===== src/rtl/rhemu_pkg.sv =====
package rhemu_pkg;
  typedef enum logic [2:0] {
    ST_IDLE, ST_HOSTLOW, ST_WAIT, ST_ACKLO, ST_ACKHI, ST_BITLO, ST_BITHI, ST_TAIL
  } rhemuState_t;

  typedef struct packed {
    logic load;   // capture payload and checksum into the frame register
    logic shift;  // advance to next frame bit
  } rhemuStrobe_t;
endpackage


===== src/rtl/rhemu_dp.sv =====
module rhemu_dp
  import rhemu_pkg::*;
#(
  parameter int PAYLOAD_BYTES = 4,
  localparam int PW = PAYLOAD_BYTES * 8,
  localparam int FW = PW + 8
) (
  input  logic          clk,
  input  logic          rst,
  input  logic          lineIn,
  input  logic [PW-1:0] payload,
  input  rhemuStrobe_t  strobe,
  output logic          lineSync,
  output logic          curBit
);
  logic syncA;
  logic [FW-1:0] frame;
  logic [7:0] sumByte;

  always_ff @(posedge clk) begin
    if (rst) begin
      syncA    <= 1'b1;
      lineSync <= 1'b1;
    end else begin
      syncA    <= lineIn;
      lineSync <= syncA;
    end
  end

  always_comb begin
    sumByte = '0;
    for (int b = 0; b < PAYLOAD_BYTES; b++) sumByte = sumByte + payload[b*8 +: 8];
  end

  always_ff @(posedge clk) begin
    if (rst) frame <= '0;
    else if (strobe.load) frame <= {payload, sumByte};
    else if (strobe.shift) frame <= {frame[FW-2:0], 1'b0};
  end

  assign curBit = frame[FW-1];
endmodule


===== src/rtl/rhemu_ctrl.sv =====
module rhemu_ctrl
  import rhemu_pkg::*;
#(
  parameter int PAYLOAD_BYTES = 4,
  parameter int MIN_HOST_LOW  = 1800000,
  parameter int T_WAIT        = 1300,
  parameter int T_ACK_LOW     = 8300,
  parameter int T_ACK_HIGH    = 8700,
  parameter int T_BIT_LOW     = 5400,
  parameter int T_ONE         = 7100,
  parameter int T_ZERO        = 2400,
  localparam int FBITS = (PAYLOAD_BYTES + 1) * 8,
  localparam int BW    = $clog2(FBITS),
  localparam int HW    = $clog2(MIN_HOST_LOW + 1),
  localparam int M1    = (T_WAIT > T_ACK_LOW) ? T_WAIT : T_ACK_LOW,
  localparam int M2    = (T_ACK_HIGH > T_BIT_LOW) ? T_ACK_HIGH : T_BIT_LOW,
  localparam int M3    = (T_ONE > T_ZERO) ? T_ONE : T_ZERO,
  localparam int M12   = (M1 > M2) ? M1 : M2,
  localparam int DMAX  = (M12 > M3) ? M12 : M3,
  localparam int TW    = $clog2(DMAX + 1)
) (
  input  logic         clk,
  input  logic         rst,
  input  logic         lineSync,
  input  logic         curBit,
  output rhemuStrobe_t strobe,
  output logic         pullLow,
  output logic         busy
);
  rhemuState_t state;
  logic [TW-1:0] tmr;
  logic [HW-1:0] hostCnt;
  logic [BW-1:0] bitIdx;
  logic tmrDone, hostOk;

  assign tmrDone = (tmr == '0);
  assign hostOk  = (hostCnt >= HW'(MIN_HOST_LOW));

  always_ff @(posedge clk) begin
    if (rst) begin
      state   <= ST_IDLE;
      tmr     <= '0;
      hostCnt <= '0;
      bitIdx  <= '0;
    end else begin
      case (state)
        ST_IDLE: if (!lineSync) begin
          state   <= ST_HOSTLOW;
          hostCnt <= HW'(1);
        end
        ST_HOSTLOW: begin
          if (lineSync) begin
            if (hostOk) begin
              state <= ST_WAIT;
              tmr   <= TW'(T_WAIT - 1);
            end else state <= ST_IDLE;
          end else if (!hostOk) hostCnt <= hostCnt + 1'b1;
        end
        ST_WAIT: if (tmrDone) begin
          state <= ST_ACKLO;
          tmr   <= TW'(T_ACK_LOW - 1);
        end else tmr <= tmr - 1'b1;
        ST_ACKLO: if (tmrDone) begin
          state <= ST_ACKHI;
          tmr   <= TW'(T_ACK_HIGH - 1);
        end else tmr <= tmr - 1'b1;
        ST_ACKHI: if (tmrDone) begin
          state  <= ST_BITLO;
          tmr    <= TW'(T_BIT_LOW - 1);
          bitIdx <= '0;
        end else tmr <= tmr - 1'b1;
        ST_BITLO: if (tmrDone) begin
          state <= ST_BITHI;
          tmr   <= curBit ? TW'(T_ONE - 1) : TW'(T_ZERO - 1);
        end else tmr <= tmr - 1'b1;
        ST_BITHI: if (tmrDone) begin
          tmr <= TW'(T_BIT_LOW - 1);
          if (bitIdx == BW'(FBITS - 1)) state <= ST_TAIL;
          else begin
            state  <= ST_BITLO;
            bitIdx <= bitIdx + 1'b1;
          end
        end else tmr <= tmr - 1'b1;
        ST_TAIL: if (tmrDone) state <= ST_IDLE;
                 else tmr <= tmr - 1'b1;
        default: state <= ST_IDLE;
      endcase
    end
  end

  always_comb begin
    strobe.load  = (state == ST_HOSTLOW) && lineSync && hostOk;
    strobe.shift = (state == ST_BITHI) && tmrDone;
  end

  assign pullLow = (state == ST_ACKLO) || (state == ST_BITLO) || (state == ST_TAIL);
  assign busy    = (state != ST_IDLE) && (state != ST_HOSTLOW);
endmodule


===== src/rtl/rh_sensor_emu.sv =====
module rh_sensor_emu
  import rhemu_pkg::*;
#(
  parameter int PAYLOAD_BYTES = 4,
  parameter int MIN_HOST_LOW  = 1800000,
  parameter int T_WAIT        = 1300,
  parameter int T_ACK_LOW     = 8300,
  parameter int T_ACK_HIGH    = 8700,
  parameter int T_BIT_LOW     = 5400,
  parameter int T_ONE         = 7100,
  parameter int T_ZERO        = 2400
) (
  input  logic                       clk,
  input  logic                       rst,
  input  logic                       lineIn,
  input  logic [PAYLOAD_BYTES*8-1:0] payload,
  output logic                       pullLow,
  output logic                       busy
);
  rhemuStrobe_t strobe;
  logic lineSync, curBit;

  rhemu_dp #(.PAYLOAD_BYTES(PAYLOAD_BYTES)) u_dp (
    .clk(clk), .rst(rst), .lineIn(lineIn), .payload(payload),
    .strobe(strobe), .lineSync(lineSync), .curBit(curBit)
  );

  rhemu_ctrl #(
    .PAYLOAD_BYTES(PAYLOAD_BYTES), .MIN_HOST_LOW(MIN_HOST_LOW), .T_WAIT(T_WAIT),
    .T_ACK_LOW(T_ACK_LOW), .T_ACK_HIGH(T_ACK_HIGH), .T_BIT_LOW(T_BIT_LOW),
    .T_ONE(T_ONE), .T_ZERO(T_ZERO)
  ) u_ctrl (
    .clk(clk), .rst(rst), .lineSync(lineSync), .curBit(curBit),
    .strobe(strobe), .pullLow(pullLow), .busy(busy)
  );
endmodule


===== config.mk =====
export PLATFORM = sky130hd
export DESIGN_NAME = rh_sensor_emu
export DESIGN_NICKNAME = d
export VERILOG_FILES = /design/src/rtl/rhemu_pkg.sv /design/src/rtl/rhemu_dp.sv /design/src/rtl/rhemu_ctrl.sv /design/src/rtl/rh_sensor_emu.sv
export SDC_FILE = /design/constraint.sdc
export NUM_CORES = 1
export LEC_CHECK = 0
export BUFFER_PORTS_ARGS = -buffer_cell sky130_fd_sc_hd__buf_2
export CELL_PAD_IN_SITES_DETAIL_PLACEMENT = 2
export CELL_PAD_IN_SITES_GLOBAL_PLACEMENT = 2
export CORE_ASPECT_RATIO = 1.75
export CORE_UTILIZATION = 40
export CTS_BUF_LIST = sky130_fd_sc_hd__clkbuf_4 sky130_fd_sc_hd__clkbuf_8
export DETAILED_ROUTE_END_ITERATION = 7
export GPL_TIMING_DRIVEN = 0
export PLACE_DENSITY_LB_ADDON = 0.1
export SLEW_MARGIN = 20
export SYNTH_ARGS = -nofsm -noshare
export SYNTH_HDL_FRONTEND = slang
export SYNTH_HIERARCHICAL = 1
export SYNTH_SLANG_ARGS = --single-unit

===== constraint.sdc =====
create_clock -name clk -period 5.71 [get_ports clk]
set_input_delay 0.8565 -clock clk [delete_from_list [all_inputs] [get_ports clk]]
set_output_delay 0.8565 -clock clk [all_outputs]
set_load 0.01 [all_outputs]

* Yosys cells after proc, flatten, opt, wreduce, memory -nomap -nowiden *
Index checks and enable logic that the tools add are counted.

operators by class
  order comparisons = 1
  multiplexer cells = 30
  equality and inequality tests = 22
  $add $sub $neg = 6
  reduce and logical (&&, ||, !) cells = 18

operators by type and width
  kind                                                       count
  two-way mux 14 bit                                         7
  case mux 14 bit (6 select lines)                           1
  two-way mux 40 bit                                         2
  two-way mux 21 bit                                         3
  case mux 21 bit (2 select lines)                           1
  adder 8 bit                                                3
  two-way mux 3 bit                                          8
  case mux 3 bit (8 select lines)                            1
  adder 21 x 1 -> 21 bit, second input constant              1
  greater-or-equal comparator 21 bit, second input constant  1
  two-way mux 6 bit                                          3
  zero test 14 bit                                           1
  != test 2 x 1 -> 1 bit, second input constant              7
  subtractor 14 x 1 -> 14 bit, second input constant         1
  two-way mux 13 bit                                         1
  == test 3 bit, second input constant                       4
  != test 2 bit, second input constant                       6
  case mux 6 bit (2 select lines)                            1
  AND reduction 4 bit                                        3
  AND reduction 8 bit                                        1
  adder 6 x 1 -> 6 bit, second input constant                1
  == test 3 x 2 -> 1 bit, second input constant              2
  == test 6 bit, second input constant                       1
  nonzero test 2 bit                                         3
  other kinds (9)                                            14

storage, ports and cells
  bits of input ports = 35
  register bits = 86
  logic and storage cells = 84

* Longest topological paths before layout *
Gate-level depths: netlist of run 1.

  depth in word-level cells = 4
  gate-level depth with buffers = 12
  gate-level depth less buffers = 12

* Hierarchy *
The synthesis of run 1 kept the hierarchy.

by module, submodules not included
  module      times used  seq. area each (um^2)  cells an instance  area each (um^2)
  rhemu_ctrl  1           880.8                  342                2,760.1
  rhemu_dp    1           840.8                  277                2,492.4

* Least setup slack after synthesis of run 1 *
OpenSTA, ideal clock, no wires.

  kind = input-to-reg
  start point = in payload[1]
  end point = reg u_dp.frame[7]
  buffers on the path = 0
  data required time = 5.607 ns
  data arrival time = 3.324 ns
  stages = 12
  setup slack = 2.282 ns
  cell sequence = inv_1 fa_1 inv_1 fa_1 ha_1 inv_1 fa_1 nor2b_1 o31a_1 o22ai_1 and3_4 a2111oi_2

on the way
  longest elaborated chain between the ends = 4

RTL lines
  item                       RTL line             RTL
  start: declaration         rh_sensor_emu.sv:16  input logic [PAYLOAD_BYTES*8-1:0] payload,
  adder 8 bit (3 in series)  rhemu_dp.sv:32       for (int b = 0; b < PAYLOAD_BYTES; b++) sumByte = sumByte + payload[b*8 +: 8];
  two-way mux 40 bit         rhemu_dp.sv:37       else if (strobe.load) frame <= {payload, sumByte};
  end signal: assignment     rhemu_dp.sv:37
  end signal: assignment     rhemu_dp.sv:38       else if (strobe.shift) frame <= {frame[FW-2:0], 1'b0};
  end: declaration           rhemu_dp.sv:17       logic [FW-1:0] frame;

No other way between the ends.
A chain may end at the register's enable or synchronous reset.

* Final worst setup path of run 1 *
Same ends and word-level chain as after synthesis.

==> impl_metrics.csv, run 1 <==
group,metric,value,unit
outcome,outcome,"completed",
floorplan,fp.dieArea,13610,µm²
critical_path,crit_chain,"buf_2 > inv_1 > fa_1 > inv_1 > fa_1 > ha_1 > inv_1 > fa_1 > nor2b_1 > o31a_1 > o22ai_1 > and3_4 > a2111oi_2",
clock_network,cts_sinks,86,
clock_network,clkTransAtPathRegs,0.10,ns
power_and_ir_drop,ir_drop,101.4,µV
routing,via_per_inst,5.907,
clock_network,cts.repair.resized,0,
cells_and_area,antenna-diode-count,0,
routing,firstDrtPassIters,4,
synthesis,syn_nets,680,
synthesis,synth-seq-cells,86,
critical_path,slowest_stage,"fa_1",
synthesis,syn-cell-area,5253,µm²
synthesis,syn_inst,619,
routing,wl_per_cell,22.07,µm
synthesis,ys.flop_type,"dfxtp_1",
power_and_ir_drop,leakagePower,2.289,nW
clock_network,hold_buffers,0,
synthesis,async_flop_share,0,%
clock_network,cts_tree,"done",
synthesis,yosysUniqueCellTypes,74,
synthesis,avgSynthCellArea,8.486,µm²
cells_and_area,finalNonFillerCells,842,
floorplan,io_pins,37,
timing,finalCriticalPeriod,3.449,ns
routing,drc,0,
floorplan,start_util,40.82,%
critical_path,crit_fanout,2,
timing,setup_tns,0,ns
clock_network,clockBufferDepth,2,
power_and_ir_drop,power_density,219.4,nW/µm²
placed_design,hpwlAfterDp,14.17,mm
grt,grt_use_total,29.34,%
hold_path,hold_path_class,"reg2reg",
grt,grt_antenna_before_repair,0,
cells_and_area,final_util,45.56,%
synthesis,yosys_warnings,6,
placed_design,gp_congestion,0.9009,
critical_path,cp_slowest_stage_delay,0.53,ns
routing,wl,18.59,mm
cells_and_area,n_fill_cell,1521,
grt,grt_first_pass_wirelength,30.04,mm
synthesis,synth_edf_count,0,
grt,grt_pass1_vias,5651,
timing,hold_violations,0,
cells_and_area,finalNetCount,727,
timing,finalCritPeriodShare,60.40,%
placed_design,dp.cells,826,
timing,skew,0.01427,ns
timing,slew_viol_final,0,
synthesis,ys_seq_area_share,32.78,%
floorplan,fp.dieW,88.63,µm
critical_path,worstPathArrival,3.73,ns
cells_and_area,mostFrequentLayoutCell,"dfxtp_1",
critical_path,cp-end-kind,"flop",
cells_and_area,layout_common_cells,"dfxtp_1, a211oi_1, inv_1, nor2_1, buf_2",
cells_and_area,syn2layout_area_growth,11.62,%
routing,antenna_left,0,
clock_network,post-cts-setup-buffers,0,
timing,max-slew-margin-rel,45.72,%
power_and_ir_drop,power,0.001287,W
clock_network,cts_buffers,9,
clock_network,worstSkewPairLatency,0.37,ns
critical_path,crit_type,"in2reg",
flow_run,cap_violations,0,
placed_design,io_buffers,36,
critical_path,cp.required,5.99,ns
timing,maxClockFrequency,0.2899,GHz
routing,route.vias.total,4974,
cells_and_area,drive_gt1_share,13.11,%
floorplan,num_rows,55,
timing,rsz0062_at_grt,"false",
critical_path,start_kind,"input port",
floorplan,core,12870,µm²
timing,finalSetupViolations,0,
clock_network,cts_max_level,3,
clock_network,clock-root-buffer,"clkbuf_8",
timing,whs,0.4621,ns
floorplan,die-height,153.6,µm
routing,drtIter0Drc,167,
grt,grt_max_degree,16,
timing,worst_pin_slew,0.8088,ns
grt,grt_overflow,0,
==> registers in the layout, summed over array words and instances (netlist names) <==
| name | cells |
|---|---|
| u_ctrl/hostCnt | 21 |
| u_ctrl/bitIdx | 6 |
| u_dp/syncA | 1 |
| u_ctrl/tmr | 14 |
| u_dp/lineSync | 1 |
| u_ctrl/state | 3 |
| u_dp/frame | 40 |
==> final cells by class <==
cell class / instances / area, µm² / share of cell area, %
Buffer: 42 / 203.9 / 3.478
Clock buffer: 11 / 151.4 / 2.582
Clock inverter: 5 / 65.06 / 1.110
Inverter: 50 / 187.7 / 3.201
Multi-Input combinational cell: 441 / 3139 / 53.54
Sequential cell: 86 / 1722 / 29.36
Tap cell: 171 / 214.0 / 3.649
Timing Repair Buffer: 36 / 180.2 / 3.073
==> through the flow <==
step | worst slack [ns] | instance area (µm²)
after CTS | 2.268 | 5863
after global routing | 2.148 | 5863
after global placement | 2.017 | 5647
after floorplan | 2.282 | 5253
final | 2.261 | 5863
after detailed placement | 1.928 | 5647
==> synthesized netlist by cell type (13+ instances only) <==
cell type | instances | area share (%)
nor2b_1 | 29 | 3.5
nand2_1 | 30 | 2.1
a21oi_1 | 34 | 3.2
nand3_1 | 14 | 1.3
mux2i_1 | 14 | 2.7
clkbuf_1 | 26 | 1.9
xnor2_1 | 13 | 2.2
nor2_1 | 48 | 3.4
fa_1 | 14 | 5.3
inv_1 | 50 | 3.6
nor3_1 | 14 | 1.3
dfxtp_1 | 86 | 33
nand4_1 | 15 | 1.8
a211oi_1 | 55 | 7.9
o21ai_0 | 22 | 2.1
==> power by group <==
part	leakage (nW)	switching, W	internal [W]
registers	0.693	0.00000154	0.000601
logic	1.49	0.000119	0.0000770
clock network	0.110	0.000258	0.000231
total	2.29	0.000378	0.000908
==> worst max-delay path, delay by kind of cell <==
family          cells  cell delay [ns]
fa+ha+maj           4             1.63
simple gates        2             0.40
compound gates      3             0.59
buf+inv             4             0.26
==> cells by family after synthesis <==
family	count (synthesis)	share of synthesized area, %
AOI/OAI and AO/OA	173	23.46
xor gates and xnor gates	18	3.001
adders and majority gates	26	8.194
buffers and inverters	92	7.456
DFF	86	32.78
muxes	14	2.668
and+or+nand+nor	210	22.44
==> path summary, 6_finish.rpt <==
| kind | to | from | slack [ns] | cells past startpoint |
|---|---|---|---|---|
| hold reg to reg | u_dp/lineSync$_SDFF_PP1_ | u_dp/syncA$_SDFF_PP1_ | 0.46 | 1 |
| setup reg to reg | u_dp/frame[19]$_SDFFE_PP0P_ | u_ctrl/tmr[0]$_SDFFE_PP0P_ | 2.32 | 10 |
| setup / recovery | u_dp/frame[7]$_SDFFE_PP0P_ | payload[1] | 2.26 | 13 |
| hold / removal | u_dp/lineSync$_SDFF_PP1_ | u_dp/syncA$_SDFF_PP1_ | 0.46 | 1 |
==> routing by layer <==
layer  global-route usage (%)  wire length [µm]  up-vias
met2                    57.25             10700       86
met5                        0                 0        -
met1                    28.19              6602     2502
met4                    15.36               884        0
li1                         -                 -     2337
met3                    4.026               401       49
No activity file was read; power rests on OpenSTA's default activity.
==> run 2: changes to the inputs <==
--- a/config.mk
+++ b/config.mk
@@ -9,7 +9,7 @@
 export CELL_PAD_IN_SITES_DETAIL_PLACEMENT = 2
 export CELL_PAD_IN_SITES_GLOBAL_PLACEMENT = 2
 export CORE_ASPECT_RATIO = 1.75
-export CORE_UTILIZATION = 40
+export CORE_UTILIZATION = 35
 export CTS_BUF_LIST = sky130_fd_sc_hd__clkbuf_4 sky130_fd_sc_hd__clkbuf_8
 export DETAILED_ROUTE_END_ITERATION = 7
 export GPL_TIMING_DRIVEN = 0
==> constraint.sdc (replaced) <==
create_clock -name clk -period 3 [get_ports clk]
set_input_delay 0.45 -clock clk [delete_from_list [all_inputs] [get_ports clk]]
set_output_delay 0.45 -clock clk [all_outputs]
set_load 0.01 [all_outputs]
==> run 2 against run 1 <==
Compared with the run above:
- register-to-register slack lost 2.0 ns
- cell area grew 1.2%
- hold slack worse by 0.19 ns
- first-iteration DRC count fell by 38%
- clock power rose by 73%
- sequential power rose by 91%
- wire length decreased by 2.2%
- die area increased by 14%
- non-clock buffer count grew 3
==> impl_metrics.csv, run 2 (synthesis results as in run 1) <==
group,metric,value,unit
routing,wl_per_cell,21.31,µm
placed_design,placedInstanceArea,5660,µm²
routing,route.vias.total,4990,
cells_and_area,top_register,"u_dp/frame",
timing,finalSetupViolations,0,
power_and_ir_drop,p_seq_share,48.0,%
critical_path,crit_type,"in2reg",
floorplan,die-height,164.1,µm
critical_path,start_kind,"input port",
cells_and_area,n_fill_cell,1686,
critical_path,slowest_stage,"fa_1",
critical_path,worstPathArrival,3.15,ns
cells_and_area,drive_gt1_share,16.05,%
routing,drtIter0Drc,104,
power_and_ir_drop,power,0.002388,W
timing,rsz0062_at_grt,"false",
critical_path,rrSetupSlack,0.29,ns
power_and_ir_drop,p_sw_share,28.66,%
floorplan,core,14510,µm²
timing,worst_pin_slew,0.7945,ns
placed_design,dp.cells,835,
timing,maxClockFrequency,0.3485,GHz
clock_network,cts_buffers,9,
timing,slew_viol_final,0,
routing,antenna_left,0,
cells_and_area,final_util,40.90,%
routing,via_per_inst,5.850,
timing,finalCriticalPeriod,2.870,ns
power_and_ir_drop,power_density,402.3,nW/µm²
clock_network,worstSkewPairLatency,0.37,ns
power_and_ir_drop,power.internal,0.001703,W
power_and_ir_drop,leakagePower,2.309,nW
grt,grt_pass1_vias,5655,
critical_path,cp-end-kind,"flop",
cells_and_area,mostFrequentLayoutCell,"dfxtp_1",
critical_path,crit_fanout,3,
critical_path,cp_slowest_stage_delay,0.54,ns
grt,grt_first_pass_wirelength,29.33,mm
grt,grt_overflow,0,
cells_and_area,layout_common_cells,"dfxtp_1, a211oi_1, inv_1, nor2_1, buf_2",
outcome,outcome,"completed",
placed_design,gp_congestion,0.8298,
routing,drc,0,
critical_path,crit_chain,"buf_2 > inv_1 > fa_1 > fa_1 > inv_1 > ha_1 > nor2b_2 > o31a_1 > o22ai_2 > nor3_1 > a2111oi_4",
grt,grt_use_total,25.07,%
cells_and_area,syn2layout_area_growth,13.01,%
grt,grt_antenna_before_repair,0,
power_and_ir_drop,pwr-share-clk,35.4,%
clock_network,clock-root-buffer,"clkbuf_8",
floorplan,fp.dieArea,15520,µm²
critical_path,cp.required,3.28,ns
floorplan,fp.dieW,94.61,µm
flow_run,cap_violations,0,
floorplan,num_rows,58,
cells_and_area,finalNetCount,730,
timing,hold_violations,0,
cells_and_area,reg_top3,"u_dp/frame: 40 flops, u_ctrl/hostCnt: 21 flops, u_ctrl/tmr: 14 flops",
routing,wl,18.18,mm
clock_network,cts_max_level,3,
placed_design,hpwlAfterDp,14.25,mm
cells_and_area,largest_register_ffs,40,
grt,grt_max_degree,20,
placed_design,io_buffers,36,
timing,max-slew-margin-rel,46.90,%
clock_network,clockBufferDepth,2,
clock_network,clkTransAtPathRegs,0.09,ns
clock_network,cts_tree,"done",
routing,firstDrtPassIters,4,
power_and_ir_drop,ir_drop,179.9,µV
cells_and_area,final_cell_area,5936,µm²
timing,setup_tns,0,ns
clock_network,cts_sinks,86,
power_and_ir_drop,power.net_switching,0.0006842,W
cells_and_area,finalNonFillerCells,853,
floorplan,io_pins,37,
hold_path,hold_path_class,"in2reg",
timing,finalCritPeriodShare,95.66,%
timing,skew,0.01923,ns
cells_and_area,antenna-diode-count,0,
power_and_ir_drop,p_comb_share,16.6,%
floorplan,start_util,36.19,%
==> run 2: per-stage QoR <==
| step | hold slack [ns] | worst slack [ns] |
|---|---|---|
| floorplan | 0.3895 | 0.02951 |
| global placement | 0.4126 | -0.2423 |
| detailed placement | 0.4023 | -0.3357 |
| CTS | 0.2525 | 0.04746 |
| global route | 0.2598 | 0.02042 |
| finish | 0.2717 | 0.1303 |
==> run 2: cell type report <==
type	count	area, µm²	area share [%]
Inverter	50	187.7	3.162
Clock inverter	5	58.81	0.9907
Buffer	40	214.0	3.605
Clock buffer	10	131.4	2.213
Multi-Input combinational cell	441	3179	53.56
Timing Repair Buffer	41	217.7	3.668
Sequential cell	86	1722	29.01
Tap cell	180	225.2	3.794
==> run 2: power by group through the flow <==
stage	combinational (W)	clock [W]	sequential, W
after CTS	0.000369	0.000883	0.00115
after detailed placement	0.000362	0	0.00117
final	0.000396	0.000846	0.00115
after global routing	0.000436	0.000930	0.00115
after floorplan	0.000238	0	0.00117
after global placement	0.000347	0	0.00117
==> run 2: worst paths after layout <==
| path | startpoint | to | depth (start not counted) |
|---|---|---|---|
| setup / recovery | payload[19] | u_dp/frame[7]$_SDFFE_PP0P_ | 11 |
| hold / removal | lineIn | u_dp/syncA$_SDFF_PP1_ | 2 |
| setup reg to reg | u_ctrl/tmr[0]$_SDFFE_PP0P_ | u_dp/frame[21]$_SDFFE_PP0P_ | 11 |
| hold reg to reg | u_dp/syncA$_SDFF_PP1_ | u_dp/lineSync$_SDFF_PP1_ | 1 |
==> run 2: repair_timing <==
action / CTS / global route
cloned: 0 / 0
hold buffers: 0 / 0
setup endpoints to repair: 34 / 39
pin swaps: 0 / 6
buffers inserted: 1 / 4
resized for setup: 7 / 16
==> run 2: worst max-delay path, delay by kind of cell <==
kind / cells / cell delay [ns]
AND/OR/NAND/NOR: 2 / 0.28
AO/OA/AOI/OAI: 3 / 0.79
buffers and inverters: 3 / 0.30
adder cells (fa/ha/maj): 3 / 1.33
==> run 2: per-layer routing <==
metal	wire, µm	vias to the layer above	track usage [%]
li1	-	2340	-
met1	6490	2518	24.00
met2	10530	97	50.75
met3	423	35	2.778
met4	730	0	11.71
met5	0	-	0
==> run 3: changes to the inputs <==
--- a/config.mk
+++ b/config.mk
@@ -12,8 +12,8 @@
 export CORE_UTILIZATION = 35
 export CTS_BUF_LIST = sky130_fd_sc_hd__clkbuf_4 sky130_fd_sc_hd__clkbuf_8
 export DETAILED_ROUTE_END_ITERATION = 7
-export GPL_TIMING_DRIVEN = 0
 export PLACE_DENSITY_LB_ADDON = 0.1
+export RECOVER_POWER = 25
 export SLEW_MARGIN = 20
 export SYNTH_ARGS = -nofsm -noshare
 export SYNTH_HDL_FRONTEND = slang
==> run 3 against run 2 <==
Compared with the run above:
- sequential cell count did not move
- utilization fell by 0.98 points
- clock skew fell by 0.0059 ns
- sequential power barely moved
- first-iteration DRC count rose by 1.9%
- sequential share of layout area rose by 0.71 points
- clock-buffer cell count did not move
- cell count fell by 3.2%
==> impl_metrics.csv, run 3 (synthesis results as in run 1) <==
group,metric,value,unit
outcome,outcome,"completed",
clock_network,cts_sinks,86,
power_and_ir_drop,p_seq_share,48.6,%
floorplan,die-height,164.1,µm
routing,route.vias.total,4781,
critical_path,crit_fanout,2,
cells_and_area,final_cell_area,5793,µm²
clock_network,worstSkewPairLatency,0.37,ns
floorplan,fp.dieW,94.61,µm
timing,finalSetupViolations,0,
timing,finalCritPeriodShare,95.86,%
critical_path,cp.required,3.26,ns
clock_network,post-cts-setup-buffers,0,
critical_path,crit_type,"in2reg",
floorplan,fp.dieArea,15520,µm²
cells_and_area,finalNetCount,702,
floorplan,num_rows,58,
clock_network,clockBufferDepth,2,
placed_design,hpwlAfterDp,13.11,mm
timing,finalCriticalPeriod,2.876,ns
critical_path,start_kind,"input port",
floorplan,core,14510,µm²
hold_path,min_to,"u_dp/syncA$_SDFF_PP1_",
placed_design,dp_slack,-0.2993,ns
grt,grt_max_degree,67,
clock_network,cts_max_level,3,
floorplan,start_util,36.19,%
critical_path,rrSetupSlack,0.33,ns
placed_design,placedInstanceArea,5618,µm²
cells_and_area,mostFrequentLayoutCell,"dfxtp_1",
critical_path,r2r_cells,6,
grt,grt_antenna_before_repair,0,
power_and_ir_drop,power.internal,0.001644,W
cells_and_area,multiInputGateArea,3147,µm²
power_and_ir_drop,power.net_switching,0.0007111,W
routing,drc,0,
critical_path,timing.rr.end,"u_ctrl/hostCnt[7]$_SDFFE_PP0P_",
cells_and_area,reg_top3,"u_dp/frame: 40 flops, u_ctrl/hostCnt: 21 flops, u_ctrl/tmr: 14 flops",
placed_design,dp.cells,810,
cells_and_area,largest_register_ffs,40,
critical_path,worstPathArrival,3.14,ns
timing,maxClockFrequency,0.3477,GHz
power_and_ir_drop,leakagePower,2.248,nW
power_and_ir_drop,p_comb_share,17.1,%
routing,wl,16.76,mm
power_and_ir_drop,power_density,406.6,nW/µm²
critical_path,reg2reg_from,"u_ctrl/state[1]$_SDFFE_PP0P_",
grt,grt_pass1_vias,5217,
power_and_ir_drop,p_sw_share,30.19,%
power_and_ir_drop,ir_drop,246.8,µV
critical_path,cp-end-kind,"flop",
clock_network,cts_buffers,9,
timing,slew_viol_final,0,
power_and_ir_drop,pwr-share-clk,34.2,%
hold_path,min_path_cells,2,
timing,rsz0062_at_grt,"false",
timing,setup_slack,0.1241,ns
cells_and_area,syn2layout_area_growth,10.29,%
hold_path,worstHoldStart,"lineIn",
cells_and_area,drive_gt1_share,14.24,%
hold_path,hold_path_class,"in2reg",
timing,max-slew-margin-rel,26.96,%
clock_network,clkTransAtPathRegs,0.10,ns
grt,grt_overflow,0,
cells_and_area,n_fill_cell,1681,
cells_and_area,top_register,"u_dp/frame",
clock_network,clock-root-buffer,"clkbuf_8",
routing,antenna_left,0,
routing,via_per_inst,5.788,
placed_design,gp_congestion,0.8336,
timing,skew,0.01334,ns
grt,grt_use_total,22.82,%
placed_design,io_buffers,36,
routing,wl_per_cell,20.29,µm
clock_network,cts_tree,"done",
timing,worst_pin_slew,1.096,ns
cells_and_area,layout_common_cells,"dfxtp_1, a211oi_1, inv_1, nor2_1",
grt,grt_first_pass_wirelength,26.93,mm
routing,firstDrtPassIters,4,
timing,hold_violations,0,
cells_and_area,antenna-diode-count,0,
flow_run,cap_violations,0,
cells_and_area,finalNonFillerCells,826,
routing,drtIter0Drc,106,
cells_and_area,seq_area,1722,µm²
floorplan,io_pins,37,
## run 3: cell count changes in the layout (fill, tap and decap cells not counted), sizes merged
cell,previous run,this run
buf,56,51
clkinv,1,3
bufinv,1,0
clkbuf,35,12
## run 3: timing repair
action,in CTS,in global routing
gates resized for setup,0,1
endpoints found under the setup margin,0,1
hold buffers,0,0
## run 3: worst max-delay path: stages
cell,delay (ns)
buf_2,0.08
inv_1,0.06
fa_1,0.54
inv_1,0.06
fa_1,0.50
ha_1,0.17
inv_1,0.06
fa_2,0.35
nor2b_2,0.15
o31a_1,0.16
o22ai_1,0.10
and3_4,0.19
a2111oi_2,0.27
## run 3: per-stage QoR
stage          TNS [ns]  utilization, %  hold slack (ns)  total power (W)
2_1_floorplan         0               -           0.3895         0.001409
3_3_place_gp    -0.1433           38.71           0.4029         0.001559
3_5_place_dp    -0.3576           38.71           0.3990         0.001577
4_1_cts               0           39.97           0.2770         0.002399
5_1_grt               0           39.91           0.2846         0.002477
6_report              0           39.91           0.2966         0.002355
## run 3: power groups by stage
stage	Combinational, W	Sequential [W]	Clock (W)
after floorplan	0.000238	0.00117	0
after global placement	0.000387	0.00117	0
after detailed placement	0.000405	0.00117	0
after CTS	0.000411	0.00115	0.000843
after global routing	0.000447	0.00115	0.000884
final	0.000404	0.00115	0.000806
## run 3: worst max-delay path by stage
stage	startpoint	cells past startpoint	end	slack, ns
after global placement	payload[17]	13	u_dp/frame[7]$_SDFFE_PP0P_	-0.14
after detailed placement	payload[1]	13	u_dp/frame[7]$_SDFFE_PP0P_	-0.30
after CTS	payload[1]	13	u_dp/frame[7]$_SDFFE_PP0P_	0.11
after global routing	payload[1]	13	u_dp/frame[7]$_SDFFE_PP0P_	0.01
final	payload[1]	13	u_dp/frame[7]$_SDFFE_PP0P_	0.12
after floorplan	payload[1]	12	u_dp/frame[7]$_SDFFE_PP0P_	0.03
## run 3: final cells by class
type / count / area share [%]
well taps: 180 / 3.888
multi-input cells: 441 / 54.32
flip-flops and latches: 86 / 29.72
inverters: 50 / 3.240
clock inverters: 6 / 0.7991
clock buffers: 10 / 2.376
repair buffers: 53 / 5.659
## run 3: routing by layer
layer	vias to the layer above	global-route usage (%)	part of all wire (%)
li1	2280	-	-
met1	2395	21.32	35
met2	72	47.09	60
met3	34	2.361	1.6
met4	0	10.26	3.9
met5	-	0	0
